`src/rtl/rxaf_pkg.sv`:
```
package rxaf_pkg;

  typedef logic [47:0] mac_t;

  typedef enum logic [1:0] {
    LD_IDLE,
    LD_PTR,
    LD_WORD,
    LD_FINISH
  } ld_state_e;

  // low/high register words -> network-order address
  function automatic mac_t words_to_mac(input logic [31:0] lo, input logic [15:0] hi);
    return {lo[7:0], lo[15:8], lo[23:16], lo[31:24], hi[7:0], hi[15:8]};
  endfunction

endpackage

```
`src/rtl/rxaf_entry_bank.sv`:
```
module rxaf_entry_bank
  import rxaf_pkg::*;
#(
  parameter int unsigned NUM_ENTRIES = 16,
  parameter int unsigned IDX_W       = 4
) (
  input  logic                         clk_i,
  input  logic                         rst_ni,
  input  logic                         init_i,
  input  logic [47:0]                  station_addr_i,
  input  logic                         alt_wr_i,
  input  logic [47:0]                  alt_addr_i,
  input  logic                         wr_en_i,
  input  logic                         wr_hi_i,
  input  logic [IDX_W-1:0]             wr_idx_i,
  input  logic [31:0]                  wr_lo_data_i,
  input  logic [15:0]                  wr_hi_data_i,
  output logic [NUM_ENTRIES-1:0][47:0] addr_o,
  output logic [NUM_ENTRIES-1:0]       valid_o
);

  logic [NUM_ENTRIES-1:0][31:0] stage_q;
  mac_t                         hi_commit_addr;

  assign hi_commit_addr = words_to_mac(stage_q[wr_idx_i], wr_hi_data_i);

  for (genvar g = 0; g < NUM_ENTRIES; g++) begin : g_entry
    localparam bit IsPrimary = (g == 0);
    logic sel;
    mac_t new_addr;

    assign sel      = wr_en_i && (wr_idx_i == IDX_W'(g));
    assign new_addr = words_to_mac(stage_q[g], wr_hi_data_i);

    always_ff @(posedge clk_i or negedge rst_ni) begin
      if (!rst_ni) begin
        stage_q[g] <= '0;
        addr_o[g]  <= '0;
        valid_o[g] <= 1'b0;
      end else if (init_i) begin
        stage_q[g] <= '0;
        addr_o[g]  <= IsPrimary ? station_addr_i : '0;
        valid_o[g] <= IsPrimary ? (|station_addr_i) : 1'b0;
      end else if (IsPrimary && alt_wr_i) begin
        addr_o[g]  <= alt_addr_i;
        valid_o[g] <= |alt_addr_i;
      end else if (sel) begin
        if (wr_hi_i) begin
          addr_o[g]  <= new_addr;
          valid_o[g] <= |new_addr;
        end else begin
          stage_q[g] <= wr_lo_data_i;
        end
      end
    end
  end

  a_r3_zero_commit_invalid: assert property (@(posedge clk_i) disable iff (!rst_ni)
    (wr_en_i && wr_hi_i && !init_i && !(alt_wr_i && wr_idx_i == '0) && hi_commit_addr == '0)
    |=> !valid_o[$past(wr_idx_i)]);

  a_r4_low_write_holds: assert property (@(posedge clk_i) disable iff (!rst_ni)
    (wr_en_i && !wr_hi_i && !init_i && !alt_wr_i)
    |=> addr_o[$past(wr_idx_i)] == $past(addr_o[wr_idx_i]));

  a_r5_init_clears_rest: assert property (@(posedge clk_i) disable iff (!rst_ni)
    init_i |=> (valid_o >> 1) == '0);

endmodule

```
`src/rtl/rxaf_match.sv`:
```
module rxaf_match #(
  parameter int unsigned NUM_ENTRIES = 16,
  parameter int unsigned IDX_W       = 4
) (
  input  logic [NUM_ENTRIES-1:0][47:0] addr_i,
  input  logic [NUM_ENTRIES-1:0]       valid_i,
  input  logic [47:0]                  cmp_addr_i,
  output logic                         hit_o,
  output logic [IDX_W-1:0]             idx_o
);

  logic [NUM_ENTRIES-1:0] match;

  for (genvar g = 0; g < NUM_ENTRIES; g++) begin : g_cmp
    assign match[g] = valid_i[g] && (addr_i[g] == cmp_addr_i);
  end

  // lowest index wins: scan downward so the last assignment is the lowest
  always_comb begin
    hit_o = 1'b0;
    idx_o = '0;
    for (int i = NUM_ENTRIES - 1; i >= 0; i--) begin
      if (match[i]) begin
        hit_o = 1'b1;
        idx_o = IDX_W'(i);
      end
    end
  end

endmodule

```
`src/rtl/rxaf_alt_loader.sv`:
```
module rxaf_alt_loader
  import rxaf_pkg::*;
#(
  parameter logic [15:0] PTR_WORD  = 16'h0037,
  parameter logic [15:0] FUNC1_OFS = 16'h0003
) (
  input  logic        clk_i,
  input  logic        rst_ni,
  input  logic        start_i,
  input  logic        func1_i,
  output logic        nvm_req_o,
  output logic [15:0] nvm_addr_o,
  input  logic        nvm_ack_i,
  input  logic [15:0] nvm_data_i,
  output logic        alt_wr_o,
  output logic [47:0] alt_addr_o,
  output logic        done_o
);

  ld_state_e   state_q;
  logic [15:0] rd_addr_q;
  logic [1:0]  cnt_q;
  logic        func1_q;
  logic        found_q;
  mac_t        bytes_q;
  logic        no_ptr;

  assign no_ptr = (nvm_data_i == 16'h0000) || (nvm_data_i == 16'hFFFF);

  always_ff @(posedge clk_i or negedge rst_ni) begin
    if (!rst_ni) begin
      state_q   <= LD_IDLE;
      rd_addr_q <= '0;
      cnt_q     <= '0;
      func1_q   <= 1'b0;
      found_q   <= 1'b0;
      bytes_q   <= '0;
    end else begin
      unique case (state_q)
        LD_IDLE: if (start_i) begin
          state_q   <= LD_PTR;
          rd_addr_q <= PTR_WORD;
          func1_q   <= func1_i;
          found_q   <= 1'b0;
        end
        LD_PTR: if (nvm_ack_i) begin
          if (no_ptr) begin
            state_q <= LD_FINISH;
          end else begin
            state_q   <= LD_WORD;
            rd_addr_q <= nvm_data_i + (func1_q ? FUNC1_OFS : 16'h0000);
            cnt_q     <= '0;
            found_q   <= 1'b1;
          end
        end
        LD_WORD: if (nvm_ack_i) begin
          unique case (cnt_q)
            2'd0:    bytes_q[47:32] <= {nvm_data_i[7:0], nvm_data_i[15:8]};
            2'd1:    bytes_q[31:16] <= {nvm_data_i[7:0], nvm_data_i[15:8]};
            default: bytes_q[15:0]  <= {nvm_data_i[7:0], nvm_data_i[15:8]};
          endcase
          if (cnt_q == 2'd2) begin
            state_q <= LD_FINISH;
          end else begin
            cnt_q     <= cnt_q + 2'd1;
            rd_addr_q <= rd_addr_q + 16'd1;
          end
        end
        default: state_q <= LD_IDLE;
      endcase
    end
  end

  assign nvm_req_o  = (state_q == LD_PTR) || (state_q == LD_WORD);
  assign nvm_addr_o = rd_addr_q;
  assign done_o     = (state_q == LD_FINISH);
  // byte 0 bit 0 is the group bit
  assign alt_wr_o   = done_o && found_q && !bytes_q[40];
  assign alt_addr_o = bytes_q;

  a_r11_req_held: assert property (@(posedge clk_i) disable iff (!rst_ni)
    (nvm_req_o && !nvm_ack_i) |=> (nvm_req_o && $stable(nvm_addr_o)));

  a_r8_no_ptr_no_write: assert property (@(posedge clk_i) disable iff (!rst_ni)
    (state_q == LD_PTR && nvm_ack_i && no_ptr) |=> !alt_wr_o);

endmodule

```
`src/rtl/rx_addr_filter.sv`:
```
module rx_addr_filter
  import rxaf_pkg::*;
#(
  parameter int unsigned NUM_ENTRIES = 16,
  parameter logic [15:0] PTR_WORD    = 16'h0037,
  parameter logic [15:0] FUNC1_OFS   = 16'h0003,
  localparam int unsigned IDX_W      = (NUM_ENTRIES > 1) ? $clog2(NUM_ENTRIES) : 1
) (
  input  logic             clk_i,
  input  logic             rst_ni,
  input  logic             init_i,
  input  logic [47:0]      station_addr_i,
  input  logic             wr_en_i,
  input  logic             wr_hi_i,
  input  logic [IDX_W-1:0] wr_idx_i,
  input  logic [31:0]      wr_data_i,
  input  logic             cmp_valid_i,
  input  logic [47:0]      cmp_addr_i,
  output logic             hit_valid_o,
  output logic             hit_o,
  output logic [IDX_W-1:0] hit_idx_o,
  input  logic             alt_start_i,
  input  logic             alt_func1_i,
  output logic             alt_done_o,
  output logic             nvm_req_o,
  output logic [15:0]      nvm_addr_o,
  input  logic             nvm_ack_i,
  input  logic [15:0]      nvm_data_i
);

  logic [NUM_ENTRIES-1:0][47:0] ent_addr;
  logic [NUM_ENTRIES-1:0]       ent_valid;
  logic                         alt_wr;
  logic [47:0]                  alt_addr;
  logic                         cmb_hit;
  logic [IDX_W-1:0]             cmb_idx;
  logic                         unused_hi_bits;

  assign unused_hi_bits = ^wr_data_i[31:16];

  rxaf_alt_loader #(
    .PTR_WORD (PTR_WORD),
    .FUNC1_OFS(FUNC1_OFS)
  ) u_loader (
    .clk_i     (clk_i),
    .rst_ni    (rst_ni),
    .start_i   (alt_start_i),
    .func1_i   (alt_func1_i),
    .nvm_req_o (nvm_req_o),
    .nvm_addr_o(nvm_addr_o),
    .nvm_ack_i (nvm_ack_i),
    .nvm_data_i(nvm_data_i),
    .alt_wr_o  (alt_wr),
    .alt_addr_o(alt_addr),
    .done_o    (alt_done_o)
  );

  rxaf_entry_bank #(
    .NUM_ENTRIES(NUM_ENTRIES),
    .IDX_W      (IDX_W)
  ) u_bank (
    .clk_i         (clk_i),
    .rst_ni        (rst_ni),
    .init_i        (init_i),
    .station_addr_i(station_addr_i),
    .alt_wr_i      (alt_wr),
    .alt_addr_i    (alt_addr),
    .wr_en_i       (wr_en_i),
    .wr_hi_i       (wr_hi_i),
    .wr_idx_i      (wr_idx_i),
    .wr_lo_data_i  (wr_data_i),
    .wr_hi_data_i  (wr_data_i[15:0]),
    .addr_o        (ent_addr),
    .valid_o       (ent_valid)
  );

  rxaf_match #(
    .NUM_ENTRIES(NUM_ENTRIES),
    .IDX_W      (IDX_W)
  ) u_match (
    .addr_i    (ent_addr),
    .valid_i   (ent_valid),
    .cmp_addr_i(cmp_addr_i),
    .hit_o     (cmb_hit),
    .idx_o     (cmb_idx)
  );

  always_ff @(posedge clk_i or negedge rst_ni) begin
    if (!rst_ni) begin
      hit_valid_o <= 1'b0;
      hit_o       <= 1'b0;
      hit_idx_o   <= '0;
    end else begin
      hit_valid_o <= cmp_valid_i;
      hit_o       <= cmp_valid_i && cmb_hit;
      hit_idx_o   <= cmp_valid_i ? cmb_idx : '0;
    end
  end

  a_r6_hit_qualified: assert property (@(posedge clk_i) disable iff (!rst_ni)
    hit_o |-> hit_valid_o);

  a_r6_result_latency: assert property (@(posedge clk_i) disable iff (!rst_ni)
    cmp_valid_i |=> hit_valid_o);

  a_r6_no_spurious_result: assert property (@(posedge clk_i) disable iff (!rst_ni)
    !cmp_valid_i |=> !hit_valid_o);

endmodule

```
`config.mk`:
```
export PLATFORM = sky130hd
export DESIGN_NAME = rx_addr_filter
export DESIGN_NICKNAME = d
export VERILOG_FILES = /design/src/rtl/rxaf_pkg.sv /design/src/rtl/rxaf_entry_bank.sv /design/src/rtl/rxaf_match.sv /design/src/rtl/rxaf_alt_loader.sv /design/src/rtl/rx_addr_filter.sv
export SDC_FILE = /design/constraint.sdc
export NUM_CORES = 2
export LEC_CHECK = 0
export ABC_AREA = 0
export BUFFER_PORTS_ARGS = -buffer_cell sky130_fd_sc_hd__buf_2
export CAP_MARGIN = 40
export CORE_UTILIZATION = 55
export DETAILED_ROUTE_END_ITERATION = 10
export PLACE_DENSITY = 0.75
export REMOVE_ABC_BUFFERS = 1
export SLEW_MARGIN = 15
export SYNTH_ARGS = -nofsm -noshare
export SYNTH_HDL_FRONTEND = slang
export SYNTH_SLANG_ARGS = --single-unit
export TNS_END_PERCENT = 10
```
`constraint.sdc`:
```
create_clock -name clk_i -period 2.31 [get_ports clk_i]
set_input_delay 0.1155 -clock clk_i [delete_from_list [all_inputs] [get_ports clk_i]]
set_output_delay 0.1155 -clock clk_i [all_outputs]
set_load 0.01 [all_outputs]
```
Yosys cells after proc, flatten, opt, wreduce, memory -nomap -nowiden

Index checks and enable logic that the tools add are counted.

Reductions and logical operators: 123
Equal/unequal tests: 45
Multipliers: 0
Bitwise gates (word level): 1
Muxes and demuxes: 187
Order comparisons: 0
Shift operators: 0
Div/mod/pow operators: 0
Add/sub/neg operators: 3

Operator list:

| kind                                           | number |
|---|---|
| 2-to-1 mux 48 bit                              | 49 |
| 2-to-1 mux 32 bit                              | 34 |
| OR reduction 48 bit                            | 18 |
| == test 48 bit                                 | 16 |
| 2-to-1 mux 16 bit                              | 5 |
| 2-to-1 mux 1 bit                               | 69 |
| 2-to-1 mux 4 bit                               | 17 |
| AND reduction 2 bit                            | 32 |
| one-hot mux 16 bit (3 select lines)            | 1 |
| nonzero test 2 bit                             | 19 |
| logical AND 1 bit                              | 35 |
| == test 4 bit (second input constant)          | 8 |
| 2-to-1 mux 2 bit                               | 9 |
| adder 16 x 1 -> 16 bit (second input constant) | 1 |
| adder 16 bit                                   | 1 |
| == test 16 bit (second input constant)         | 1 |
| == test 4 x 3 -> 1 bit (second input constant) | 4 |
| zero test 16 bit                               | 1 |
| != test 2 bit (second input constant)          | 7 |
| AND reduction 3 bit                            | 4 |
| nonzero test 3 bit                             | 3 |
| == test 4 x 2 -> 1 bit (second input constant) | 2 |
| AND reduction 4 bit                            | 2 |
| == test 2 bit (second input constant)          | 3 |
| 15 further kinds                               | 18 |

Register bits: 1372
Memory bits (writable): 0
Latch bits: 0
ROM bits: 0
Input bits: 157
Memories: 0

Longest topological paths before layout

Depth in word-level cells: 19
Gate-level depth with buffers: 11
Depth with buffers taken out: 9

Hierarchy

A second synthesis with hierarchy kept.

Cell total of the unflattened synthesis: 5560
Area total of the unflattened synthesis: 61179.9 µm²

Modules (own cells, without submodules):

| module          | area each (µm²) | instances | cells each | sequential area each (µm²) |
|---|---|---|---|---|
| rxaf_entry_bank | 48077.4         | 1         | 3994       | 32431.1 |
| rxaf_match      | 9233.9          | 1         | 1228       | 0.0 |
| rxaf_alt_loader | 3687.3          | 1         | 327        | 1751.7 |
| rx_addr_filter  | 181.4           | 1         | 11         | 150.1 |

Worst setup path before layout

OpenSTA, ideal clock, no wires.

Path kind: reg2reg
Start: reg u_loader.state_q[0]
End: reg u_loader.bytes_q[11] (netlist: u_loader.alt_addr_o[11])
Data required time: 2.185 ns
Cell stages (with the launch flop): 7
Period minus slack after synthesis: 2.182 ns
Path buffers: 1
Arrival: 2.057 ns
Setup slack: 0.128 ns
Library setup time: 0.125 ns
Cell sequence: dfrtp_1 -> inv_1 -> ha_1 -> inv_1 -> nor4_2 -> clkbuf_1 -> mux2_2

Cells in the longest elaborated chain, start to end: 2

Ends and longest elaborated chain:

| item                                 | line                  | text |
|---|---|---|
| from (decl)                          | rxaf_alt_loader.sv:20 | `ld_state_e state_q;` |
| from (signal assigned)               | rxaf_alt_loader.sv:32 | `state_q <= LD_IDLE;` |
| from (signal assigned)               | rxaf_alt_loader.sv:41 | `state_q <= LD_PTR;` |
| from (signal assigned)               | rxaf_alt_loader.sv:48 | `state_q <= LD_FINISH;` |
| == test 2 bit                        | rxaf_alt_loader.sv:39 | `unique case (state_q)` |
| AND reduction 3 bit (no source line) | n/a                   |  |
| to (signal assigned)                 | rxaf_alt_loader.sv:60 | `default: bytes_q[15:0] <= {nvm_data_i[7:0], nvm_data_i[15:8]};` |
| to (decl)                            | rxaf_alt_loader.sv:25 | `mac_t bytes_q;` |

Every way passes these cells.
A chain may end at the register's enable or synchronous reset.

Worst setup path after layout

Start: reg u_bank.addr_o[418] (netlist name)
End: reg hit_idx_o[2]

Cells in the longest elaborated chain, start to end: 12

Ends and longest elaborated chain:

| item                              | line                  | text |
|---|---|---|
| from (decl)                       | rxaf_entry_bank.sv:18 | `output logic [NUM_ENTRIES-1:0][47:0] addr_o,` |
| from (signal, indexed assignment) | rxaf_entry_bank.sv:42 | `addr_o[g] <= IsPrimary ? station_addr_i : '0;` |
| from (signal, indexed assignment) | rxaf_entry_bank.sv:45 | `addr_o[g] <= alt_addr_i;` |
| from (signal, indexed assignment) | rxaf_entry_bank.sv:49 | `addr_o[g] <= new_addr;` |
| == test 48 bit                    | rxaf_match.sv:15      | `assign match[g] = valid_i[g] && (addr_i[g] == cmp_addr_i);` |
| logical AND 1 bit                 | rxaf_match.sv:15      |  |
| 2-to-1 mux 4 bit (9 in series)    | rxaf_match.sv:23      | `if (match[i]) begin` |
| 2-to-1 mux 4 bit                  | rx_addr_filter.sv:96  | `hit_idx_o <= cmp_valid_i ? cmb_idx : '0;` |
| to (signal assigned)              | rx_addr_filter.sv:96  |  |
| to (decl)                         | rx_addr_filter.sv:21  | `output logic [IDX_W-1:0] hit_idx_o,` |

Every way passes these cells.

==> reports/results.txt <==
startpoint types -> flip-flop
Worst-Skew Late Latency -> 0.78 ns
dpl hpwl -> 164,000 um
initial antenna violation count -> 27
Setup WS post-layout -> -0.0809 ns
Via Count -> 50,900
Hold WC Path Type -> input port to flip-flop
Pleak -> 0.0337 uW
max incr delay on CP -> 0.46 ns
PortBufs -> 180
post-route ant nets -> 0
routed wire length -> 249,000 um
synthesized instance count -> 5,621
drt wl/cell -> 32.4 um
Critical-path top delay cell -> dfrtp_2
I/O pin count -> 181
area grow syn2layout -> 20.5%
fin area -> 73,500 um2
DP Area -> 67,400 um2
commonest non-fill, non-tap cell in the layout -> dfrtp_1
Fin Setup TNS -> -0.278 ns
Mapped Area -> 61,000 um2
Die Span Y -> 335 um
Yosys reg bits -> 1,372
power density of the placed cells -> 820 nW/um2
Final period util -> 1.04
Max Slew Vio Count -> 0
worst path cell trace -> xnor2_2 > nand4_1 > nor4_1 > nand3_1 > nor4_4 > buf_4 > or2_2 > nor2b_1 > o21ai_0 > a21oi_1
Tot Pwr -> 60,200 uW
number of library cell types mapped by synthesis -> 68
GRT Resource Usage Total -> 0.445
asr flop ratio synth -> 1.00
Sinks on Clock Net -> 1,372
Root Driver -> clkbuf_16
critical path arrival -> 3.00 ns
max_cap viols -> 0
vias in the first global route -> 48,700
largest net degree at the start of global routing -> 119
Final setup viols -> 5
DRC viols -> 0
minimum clock period -> 2.39 ns
worst vdd ir -> 0.859 mV
CP endpoint kind -> flip-flop
Crit path required time -> 2.92 ns
Final GP Congestion -> 1.02
CTS buffer count -> 146
Ys Warns -> 0
FP Rows -> 121
Die X -> 335 um
layout cells sized above 1 -> 0.170
worst-path fanout max -> 2
RSZ-0062 raised after global routing -> true
most frequent cells in the layout -> dfrtp_1, nand2_1, a22o_1
CTS tree -> yes
Via density -> 6.64
gr ovfl total -> 0
status -> finished, violations left
Setup CP Type -> flip-flop to flip-flop
H-Tree Depth -> 4
maximum clock path buffer count -> 3
core area -> 109,000 um2
Post-synth EDFFs -> 0
Avg Cell Area, Syn -> 10.9 um2
skew final -> 0.0463 ns
Die ar. -> 112,000 um2
post-layout util -> 0.672
starting DRC count in detailed routing -> 7,354
1st-pass router iterations -> 8
failing checks -> negative setup slack
sequential area share after synthesis -> 0.563
highest clock rate -> 418 MHz
ys flop type -> dfrtp_1
Starting Density -> 0.557
Post-Place Worst Slack -> -0.477 ns
Max-slew headroom -> 0.428
worst-margin pin slew -> 0.858 ns
first-pass GRT wire length -> 354,000 um
Fin. Hold Viols -> 0
Nets -> 6,214
Worst-path clk slew -> 0.06 ns
synth_stat cells, drive strengths merged (42+ instances only):
library cell,number,area share
a22o,666,0.096
nor2,48,0.0030
xnor2,243,0.035
inv,54,0.0033
nand4,118,0.012
dfrtp,1372,0.56
buf,130,0.015
nor4,292,0.030
xor2,491,0.071
mux2,50,0.0092
nand2b,42,0.0043
clkbuf,330,0.020
nand2,785,0.048
a21oi,143,0.012
o21ai,640,0.053
logic make-up (layout without fill, tap and decap cells):
group | Yosys count | count (layout) | synth area share
DFF | 1372 | 1372 | 0.563
muxes | 50 | 50 | 0.00923
other | 0 | 28 | 0
and+or+nand+nor | 1399 | 1399 | 0.109
xor gates and xnor gates | 734 | 734 | 0.105
AOI/OAI and AO/OA | 1541 | 1541 | 0.172
adders and majority gates | 11 | 11 | 0.00238
buffers and inverters | 514 | 1051 | 0.0384
what timing repair did:
action                                   CTS  global route
hold buffers                              84             0
endpoints found under the setup margin     5             8
endpoints found under the hold margin   1538             0
resized for setup                         30            18
buffers inserted                           1             2
pin swaps                                 24            10
through the flow:
stage	hold WS, ns	cells
global route	0.0293	7649
finish	0.0313	7662
detailed placement	0.0396	7286
CTS	0.00127	7631
global placement	0.0403	7286
floorplan	-0.180	5161
state kept, by name (all words and copies together), names as in the netlist:
name / count
u_loader.cnt_q: 2
u_loader.state_q: 2
u_loader.nvm_addr_o: 16
u_bank.g_entry.new_addr: 512
u_loader.alt_addr_o: 48
u_bank.addr_o: 768
u_bank.valid_o: 16
hit_idx_o: 4
u_loader.found_q: 1
u_loader.func1_q: 1
hit_valid_o: 1
hit_o: 1
worst max-delay path: cells and delay by family, from the launching register on:
| kind | cells | cell delay (ns) |
|---|---|---|
| AND/OR/NAND/NOR | 6 | 1.06 |
| flip-flops | 1 | 0.46 |
| XOR/XNOR | 1 | 0.28 |
| buffers and inverters | 1 | 0.21 |
| AO/OA/AOI/OAI | 2 | 0.21 |
power by group:
| group | switching (uW) | internal [uW] | leakage, uW |
|---|---|---|---|
| sequential | 1690 | 25700 | 0.0184 |
| combinational | 5530 | 3210 | 0.0129 |
| clock | 10200 | 13900 | 0.00239 |
| total | 17400 | 42800 | 0.0337 |
metal layers:
| metal | routed length (um) | GRT usage | vias up | share of wire |
|---|---|---|---|---|
| met2 | 104000 | 0.623 | 3810 | 0.42 |
| met4 | 19200 | 0.288 | 8 | 0.077 |
| met5 | 79 | 0.00261 | - | 0.00032 |
| met3 | 34200 | 0.150 | 937 | 0.14 |
| li1 | - | - | 20900 | - |
| met1 | 90800 | 0.590 | 25200 | 0.37 |
final cells by class:
type	count	area (um2)
Clock buffer	215	4220
Sequential cell	1372	34300
Multi-Input combinational cell	3735	25100
Fill cell	8181	35900
Antenna cell	28	70.1
Inverter	54	203
Clock inverter	45	651
Tap cell	1476	1850
Timing Repair Buffer	737	7090
final timing paths:
| check | to | from | slack [ns] | cells after the start |
|---|---|---|---|---|
| setup / recovery | hit_idx_o[2]$_DFF_PN0_ | u_bank.addr_o[418]$_DFFE_PN0P_ | -0.08 | 10 |
| hold / removal | u_bank.g_entry[11].new_addr[29]$_DFFE_PN0P_ | wr_data_i[21] | 0.03 | 4 |
| setup reg to reg | hit_idx_o[2]$_DFF_PN0_ | u_bank.addr_o[418]$_DFFE_PN0P_ | -0.08 | 10 |
| hold reg to reg | u_bank.valid_o[6]$_DFFE_PN0P_ | u_bank.valid_o[6]$_DFFE_PN0P_ | 0.47 | 2 |
| max in group asynchronous | u_bank.addr_o[698]$_DFFE_PN0P_ | rst_ni | 1.45 | 4 |
| min in group asynchronous | u_bank.g_entry[2].new_addr[28]$_DFFE_PN0P_ | rst_ni | 0.05 | 3 |
Note: power is estimated with default switching activity, not from simulation.
